## config.mk

```make
export PLATFORM = sky130hd
export DESIGN_NAME = irq_req_latch
export DESIGN_NICKNAME = d
export VERILOG_FILES = /design/src/rtl/irql_pkg.sv /design/src/rtl/irql_line_cell.sv /design/src/rtl/irql_mode_reg.sv /design/src/rtl/irql_cand_reg.sv /design/src/rtl/irq_req_latch.sv
export SDC_FILE = /design/constraint.sdc
export NUM_CORES = 1
export LEC_CHECK = 0
export ABC_AREA = 1
export BUFFER_PORTS_ARGS = -buffer_cell sky130_fd_sc_hd__buf_2
export CORE_MARGIN = 5
export CORE_UTILIZATION = 49
export CTS_CLUSTER_DIAMETER = 80
export DETAILED_ROUTE_END_ITERATION = 10
export HOLD_SLACK_MARGIN = 0.15
export PLACE_DENSITY = 0.88
export SETUP_SLACK_MARGIN = 0.05
export SLEW_MARGIN = 20
export SYNTH_ARGS = -nofsm -noshare
export SYNTH_HDL_FRONTEND = slang
export SYNTH_SLANG_ARGS = --single-unit
```

## constraint.sdc

```tcl
create_clock -name clk -period 1.33 [get_ports clk]
set_input_delay 0.1995 -clock clk [delete_from_list [all_inputs] [get_ports clk]]
set_output_delay 0.1995 -clock clk [all_outputs]
set_load 0.02 [all_outputs]
```

## src/rtl/irql_pkg.sv

```systemverilog
package irql_pkg;

    typedef enum logic {
        TRIG_EDGE  = 1'b0,
        TRIG_LEVEL = 1'b1
    } trig_mode_e;

    typedef struct packed {
        logic pend;
        logic prev;
    } line_state_t;

endpackage

```

## src/rtl/irql_line_cell.sv

```systemverilog
module irql_line_cell
    import irql_pkg::*;
(
    input  logic clk,
    input  logic rst_n,
    input  logic irq_i,
    input  logic mode_i,
    input  logic ack_i,
    output logic pend_o
);

    line_state_t st_d, st_q;
    trig_mode_e  mode_e;
    logic        rise;

    assign mode_e = trig_mode_e'(mode_i);

    always_comb begin
        st_d      = st_q;
        rise      = irq_i & ~st_q.prev;
        st_d.prev = irq_i;
        if (mode_e == TRIG_LEVEL) begin
            st_d.pend = irq_i;
        end else begin
            if (ack_i) begin
                st_d.pend = 1'b0;
            end
            if (rise) begin
                st_d.pend = 1'b1;
            end
        end
    end

    always_ff @(posedge clk or negedge rst_n) begin
        if (!rst_n) begin
            st_q <= '0;
        end else begin
            st_q <= st_d;
        end
    end

    assign pend_o = st_q.pend;

    AST_LEVEL_FOLLOWS: assert property (@(posedge clk) disable iff (!rst_n)
        mode_i |=> (pend_o == $past(irq_i)));
    AST_EDGE_SETS: assert property (@(posedge clk) disable iff (!rst_n)
        (!mode_i && irq_i && !st_q.prev) |=> pend_o);
    AST_EDGE_HOLDS: assert property (@(posedge clk) disable iff (!rst_n)
        (!mode_i && pend_o && !ack_i) |=> pend_o);
    AST_PREV_TRACKS: assert property (@(posedge clk) disable iff (!rst_n)
        1'b1 |=> (st_q.prev == $past(irq_i)));
    AST_ACK_CLEARS: assert property (@(posedge clk) disable iff (!rst_n)
        (!mode_i && ack_i && !(irq_i && !st_q.prev)) |=> !pend_o);
    AST_RISE_WINS: assert property (@(posedge clk) disable iff (!rst_n)
        (!mode_i && ack_i && irq_i && !st_q.prev) |=> pend_o);

endmodule

```

## src/rtl/irql_mode_reg.sv

```systemverilog
module irql_mode_reg #(
    parameter int unsigned        NUM_LINES = 8,
    parameter logic [NUM_LINES-1:0] WR_MASK = 8'hF8
) (
    input  logic                 clk,
    input  logic                 rst_n,
    input  logic                 we_i,
    input  logic [NUM_LINES-1:0] wdata_i,
    output logic [NUM_LINES-1:0] mode_o
);

    typedef struct packed {
        logic [NUM_LINES-1:0] mode;
    } mode_state_t;

    mode_state_t ms_d, ms_q;

    always_comb begin
        ms_d = ms_q;
        if (we_i) begin
            ms_d.mode = wdata_i & WR_MASK;
        end
    end

    always_ff @(posedge clk or negedge rst_n) begin
        if (!rst_n) begin
            ms_q <= '0;
        end else begin
            ms_q <= ms_d;
        end
    end

    assign mode_o = ms_q.mode;

    AST_MODE_WRMASK: assert property (@(posedge clk) disable iff (!rst_n)
        we_i |=> (mode_o == ($past(wdata_i) & WR_MASK)));
    AST_MODE_STABLE: assert property (@(posedge clk) disable iff (!rst_n)
        !we_i |=> $stable(mode_o));

endmodule

```

## src/rtl/irql_cand_reg.sv

```systemverilog
module irql_cand_reg #(
    parameter int unsigned NUM_LINES = 8
) (
    input  logic                 clk,
    input  logic                 rst_n,
    input  logic [NUM_LINES-1:0] pend_i,
    input  logic [NUM_LINES-1:0] mask_i,
    output logic [NUM_LINES-1:0] cand_o
);

    typedef struct packed {
        logic [NUM_LINES-1:0] cand;
    } cand_state_t;

    cand_state_t cs_d, cs_q;

    always_comb begin
        cs_d      = cs_q;
        cs_d.cand = pend_i & ~mask_i;
    end

    always_ff @(posedge clk or negedge rst_n) begin
        if (!rst_n) begin
            cs_q <= '0;
        end else begin
            cs_q <= cs_d;
        end
    end

    assign cand_o = cs_q.cand;

    for (genvar g = 0; g < NUM_LINES; g++) begin : g_chk
        AST_MASKED_QUIET: assert property (@(posedge clk) disable iff (!rst_n)
            mask_i[g] |=> !cand_o[g]);
        AST_CAND_FOLLOWS: assert property (@(posedge clk) disable iff (!rst_n)
            (pend_i[g] && !mask_i[g]) |=> cand_o[g]);
    end

endmodule

```

## src/rtl/irq_req_latch.sv

```systemverilog
module irq_req_latch #(
    parameter int unsigned          NUM_LINES = 8,
    parameter logic [NUM_LINES-1:0] WR_MASK   = 8'hF8,
    localparam int unsigned         IDX_W     = (NUM_LINES > 1) ? $clog2(NUM_LINES) : 1
) (
    input  logic                 clk,
    input  logic                 rst_n,
    input  logic [NUM_LINES-1:0] irq_lines,
    input  logic [NUM_LINES-1:0] irq_mask,
    input  logic                 ack_en,
    input  logic [IDX_W-1:0]     ack_idx,
    input  logic                 trig_we,
    input  logic [NUM_LINES-1:0] trig_wdata,
    output logic [NUM_LINES-1:0] pend_o,
    output logic [NUM_LINES-1:0] cand_o,
    output logic [NUM_LINES-1:0] trig_mode_o
);

    logic [NUM_LINES-1:0] ack_vec;
    logic [NUM_LINES-1:0] mode_w;
    logic [NUM_LINES-1:0] pend_w;

    always_comb begin
        ack_vec = '0;
        for (int i = 0; i < NUM_LINES; i++) begin
            if (ack_en && (ack_idx == IDX_W'(i))) begin
                ack_vec[i] = 1'b1;
            end
        end
    end

    irql_mode_reg #(
        .NUM_LINES (NUM_LINES),
        .WR_MASK   (WR_MASK)
    ) u_mode (
        .clk     (clk),
        .rst_n   (rst_n),
        .we_i    (trig_we),
        .wdata_i (trig_wdata),
        .mode_o  (mode_w)
    );

    for (genvar g = 0; g < NUM_LINES; g++) begin : g_line
        irql_line_cell u_cell (
            .clk    (clk),
            .rst_n  (rst_n),
            .irq_i  (irq_lines[g]),
            .mode_i (mode_w[g]),
            .ack_i  (ack_vec[g]),
            .pend_o (pend_w[g])
        );
    end

    irql_cand_reg #(
        .NUM_LINES (NUM_LINES)
    ) u_cand (
        .clk    (clk),
        .rst_n  (rst_n),
        .pend_i (pend_w),
        .mask_i (irq_mask),
        .cand_o (cand_o)
    );

    assign pend_o      = pend_w;
    assign trig_mode_o = mode_w;

    AST_ACK_ONEHOT: assert property (@(posedge clk) disable iff (!rst_n)
        $onehot0(ack_vec));
    AST_RESET_CLEAR: assert property (@(posedge clk)
        !rst_n |-> (pend_o == '0 && cand_o == '0 && trig_mode_o == '0));

endmodule

```

==> impl.org <==
** Outcome
- Result of the run :: finished clean

** Yosys
- By count the netlist is led by sky130_fd_sc_hd__nand2_1, sky130_fd_sc_hd__dfrtp_1, sky130_fd_sc_hd__inv_1.
- Summing the areas of all fa, ha and maj instances in the mapped netlist gives 0% of the synthesized area.
- The synthesized netlist devotes 2.518% of its cell area to compound gates.
- After synthesis, the largest family of logic cells by area is simple AND/OR/NAND/NOR gates.
- By area the synthesized netlist is led by sky130_fd_sc_hd__dfrtp_1, sky130_fd_sc_hd__nand2_1, sky130_fd_sc_hd__buf_4.
- Synth Register Bits :: 29
- Distinct cell type count of the synthesized netlist :: 10
- Leading cell type by number of instances after synthesis :: sky130_fd_sc_hd__nand2_1
- Of the total synthesized cell area, the portion taken by XOR and XNOR cells is 0%.
- In the synthesized netlist the async set-or-reset flop fraction comes to 100.0%.
- In the synthesized netlist, mux cells make up 0% of the area.
- Gate count after technology mapping :: 133
- Of the synthesized area, sequential elements account for 60.86%.
- Biggest area consumer among synthesized cells :: sky130_fd_sc_hd__dfrtp_1
- Among all flip-flop cells after synthesis, the most frequent one is sky130_fd_sc_hd__dfrtp_1.
- Cell Area, Synth :: 0.001192 mm²
- The Yosys step of the flow raised 0 warnings.
- Fraction of the mapped netlist area in simple logic gates :: 19.20%
- Number of synthesized flops with an enable pin :: 0
- Portion of synthesized cell area occupied by the leading cell type :: 60.86%
- The average instance in the mapped netlist occupies 8.965 µm².

** Pwr
- Cell Int Power :: 0.001361 W
- In this run, the combinational gates consume 20.2% of the power.
- The analysis attributes to net switching a power of 0.0005312 W.
- Total Power Consumption :: 0.001893 W
- Of the total power, the share spent switching nets is 28.07%.
- The share of total power dissipated in the clock network is 27.4%.
- Seq pwr share :: 52.5%
- Worst vdd rail ir drop :: 0.9031 mV
- Power spread over the standard cell area amounts to 1164 mW/mm².
- Cell leakage power :: 0.9325 nW

** STA
- Clk_skew :: 0.002989 ns
- Tcrit/Tclk final :: 82.07%
- After routing, the total negative slack on setup checks comes to 0 ns.
- Final critical path time including I/O delays and setup :: 1.092 ns
- Headroom to the max-slew limit came out at 58.37%.
- The total count of max-transition violations in the final report came to 0.
- Derived from the worst setup path, the maximum achievable clock frequency is 916.1 MHz.
- Slew at the pin with the worst max-slew slack :: 0.6244 ns
- Setup-violating endpoint count in the final report :: 0
- Final hold violation count :: 0
- Unrepaired setup endpoints after global routing :: no

** Clocking
- Level count of the clock H-tree :: 2
- Clk pin slew, worst setup/hold paths :: 0.08 ns
- TritonCTS clock tree :: built
- The longest clock path from root to sink contains 2 buffers.
- Skew-Pair Late Insertion Delay :: 0.32 ns
- Library cell used as clock root buffer :: sky130_fd_sc_hd__clkbuf_4
- Num Clock Sinks :: 29
- Clock tree synthesis inserted a total of 5 buffers.
- The number of setup buffers added after CTS is 0.

** Floorplanning
- Starting density of the core :: 52.39%
- Total number of placement rows :: 17
- X dimension of the die :: 59.33 µm
- Die outline height :: 59.33 µm
- The region available for standard cell placement spans 0.002276 mm².
- The die covers 0.003520 mm².
- 55 I/O pins were placed.

** Setup path
- CP Data Required Time :: 1.13 ns
- Together, buffers and inverters on the worst path number 1.
- The critical path goes through buf_2.
- Path type of the worst setup path :: reg2out
- Kind of cell with the highest combined delay on the critical path :: flip-flops
- Slowest stage cell on the critical path :: sky130_fd_sc_hd__dfrtp_1
- At the worst endpoint, the arrival time is 0.89 ns.
- The worst setup path is launched from a flip-flop.
- Crit-path max FO :: 3
- In this design, the stage delay of the slowest critical-path cell is 0.40 ns.
- Crit. End Element :: output port

** Placement
- At the end of routability-driven placement, the weighted congestion stood at 0.7079.
- Area after detailed placement :: 0.001350 mm²
- Detailed placement finished with a half-perimeter wire length of 1786 µm.
- Port buffering added 48 buffers.

** Detailed routing
- Final antenna-violating net count :: 0
- Post-route DRC :: 0
- The routed layout has 980 vias.
- After detailed routing, the number of vias per cell comes to 4.395.
- In the final routed layout, each cell accounts on average for 11.26 µm.
- Initial DRC Count :: 7
- Routed wire length :: 2511 µm
- Router iterations before antenna repair :: 4

** GRT
- The first global-routing pass estimated 4036 µm of wire.
- Aggregate global routing overflow :: 0
- Antenna violations before repair :: 0
- Across every metal layer, demand over resource in global routing totals 16.03%.
- Entering global routing, the biggest net connects 30 pins.
- The number of global-route vias before repair is 1026.

** Run
- Across the run, the number of max-cap violations was 0.

** Final layout
- Number of nets at the end of the flow :: 226
- From synthesis to final layout, the design area changed by 36.31%.
- Cells fill 71.41% of the core in the end.
- Summing all non-filler instances in the final layout gives an area of 0.001625 mm².
- The layout has 176 filler cells.
- Of the cells placed in the final design, the portion with a size suffix greater than 1 is 28.72%.
- 0 antenna diodes ended up in the layout.

** Hold path
- The min-delay analysis places its worst path in the category in2reg.
==> layout make-up <==
class	count	area [µm²]	area share [%]
well taps	28	35.03	2.156
repair buffers	70	460.4	28.33
flip-flops and latches	29	725.7	44.65
clock buffers	7	55.05	3.387
multi-input cells	68	270.3	16.63
inverters	21	78.83	4.850
==> final timing paths <==
| check | end | startpoint | slack (ns) | cells past startpoint |
|---|---|---|---|---|
| worst max-delay path | trig_mode_o[5] | u_mode.mode_o[5] | 0.24 | 1 |
| worst min-delay path | g_line[0].u_cell.pend_o | ack_idx[2] | 0.21 | 5 |
| worst max register to register | g_line[5].u_cell.pend_o | u_mode.mode_o[5] | 0.59 | 4 |
| worst min register to register | g_line[2].u_cell.pend_o | g_line[2].u_cell.st_q[0] | 0.48 | 3 |
| max in group asynchronous | u_cand.cand_o[7] | rst_n | 0.49 | 2 |
| min in group asynchronous | g_line[4].u_cell.st_q[0] | rst_n | 0.44 | 2 |
==> per-layer routing <==
layer / GRT usage, % / wire [µm] / vias to the layer above / part of all wire (%)
met5: 0 / 0 / - / 0
met4: 7.767 / 50 / 0 / 2.0
met3: 8.715 / 294 / 6 / 12
met2: 27.93 / 1246 / 39 / 50
met1: 15.06 / 920 / 443 / 37
li1: - / - / 492 / -
==> logic make-up (layout without fill, tap and decap cells) <==
logic type,Yosys count,after routing
buffers and inverters,38,98
flip-flops,29,29
AO/OA/AOI/OAI,6,6
AND/OR/NAND/NOR,59,59
other,1,3
==> stage by stage <==
stage	hold slack (ns)	std cells	setup WS (ns)
after floorplan	-0.09609	135	0.6129
after global routing	0.1940	223	0.1788
after global placement	0.2326	194	0.5821
final	0.2072	223	0.2385
after CTS	0.1835	223	0.2111
after detailed placement	0.2521	194	0.5411
==> registers in the layout, summed over array words and instances, names as in the netlist <==
| signal | flops |
|---|---|
| g_line.u_cell.pend_o | 8 |
| g_line.u_cell.st_q | 8 |
| u_cand.cand_o | 8 |
| u_mode.mode_o | 5 |
==> tightest hold or removal path: stages <==
cell                      delay [ns]
sky130_fd_sc_hd__buf_2          0.11
sky130_fd_sc_hd__nor2_4         0.05
sky130_fd_sc_hd__nand2_1        0.05
sky130_fd_sc_hd__nand2_1        0.04
sky130_fd_sc_hd__nand2_1        0.04
==> cells in the final DEF, fill, tap and decap left out <==
cell type	synthesis	final
sky130_fd_sc_hd__clkbuf_4	0	5
sky130_fd_sc_hd__nor2_4	1	1
sky130_fd_sc_hd__buf_2	1	48
sky130_fd_sc_hd__inv_2	1	1
sky130_fd_sc_hd__conb_1	1	3
sky130_fd_sc_hd__nor2_1	16	16
sky130_fd_sc_hd__o21ai_0	6	6
sky130_fd_sc_hd__nand2_1	42	42
sky130_fd_sc_hd__clkbuf_1	0	1
sky130_fd_sc_hd__clkbuf_8	0	1
sky130_fd_sc_hd__inv_1	20	20
sky130_fd_sc_hd__dfrtp_1	29	29
sky130_fd_sc_hd__dlygate4sd3_1	0	22
==> power groups by stage <==
stage / Sequential (W) / Clock [W] / Combinational (W)
after global routing: 0.00100 / 0.000591 / 0.000421
final: 0.000993 / 0.000518 / 0.000382
after detailed placement: 0.00101 / 0 / 0.000335
after CTS: 0.000993 / 0.000549 / 0.000385
after global placement: 0.00101 / 0 / 0.000324
after floorplan: 0.00104 / 0 / 0.000226
==> what timing repair did <==
action                                 CTS  global route
endpoints found under the hold margin   58             0
gates resized for setup                  0             0
hold buffers                            22             0
No activity file was read; power rests on OpenSTA's default activity.
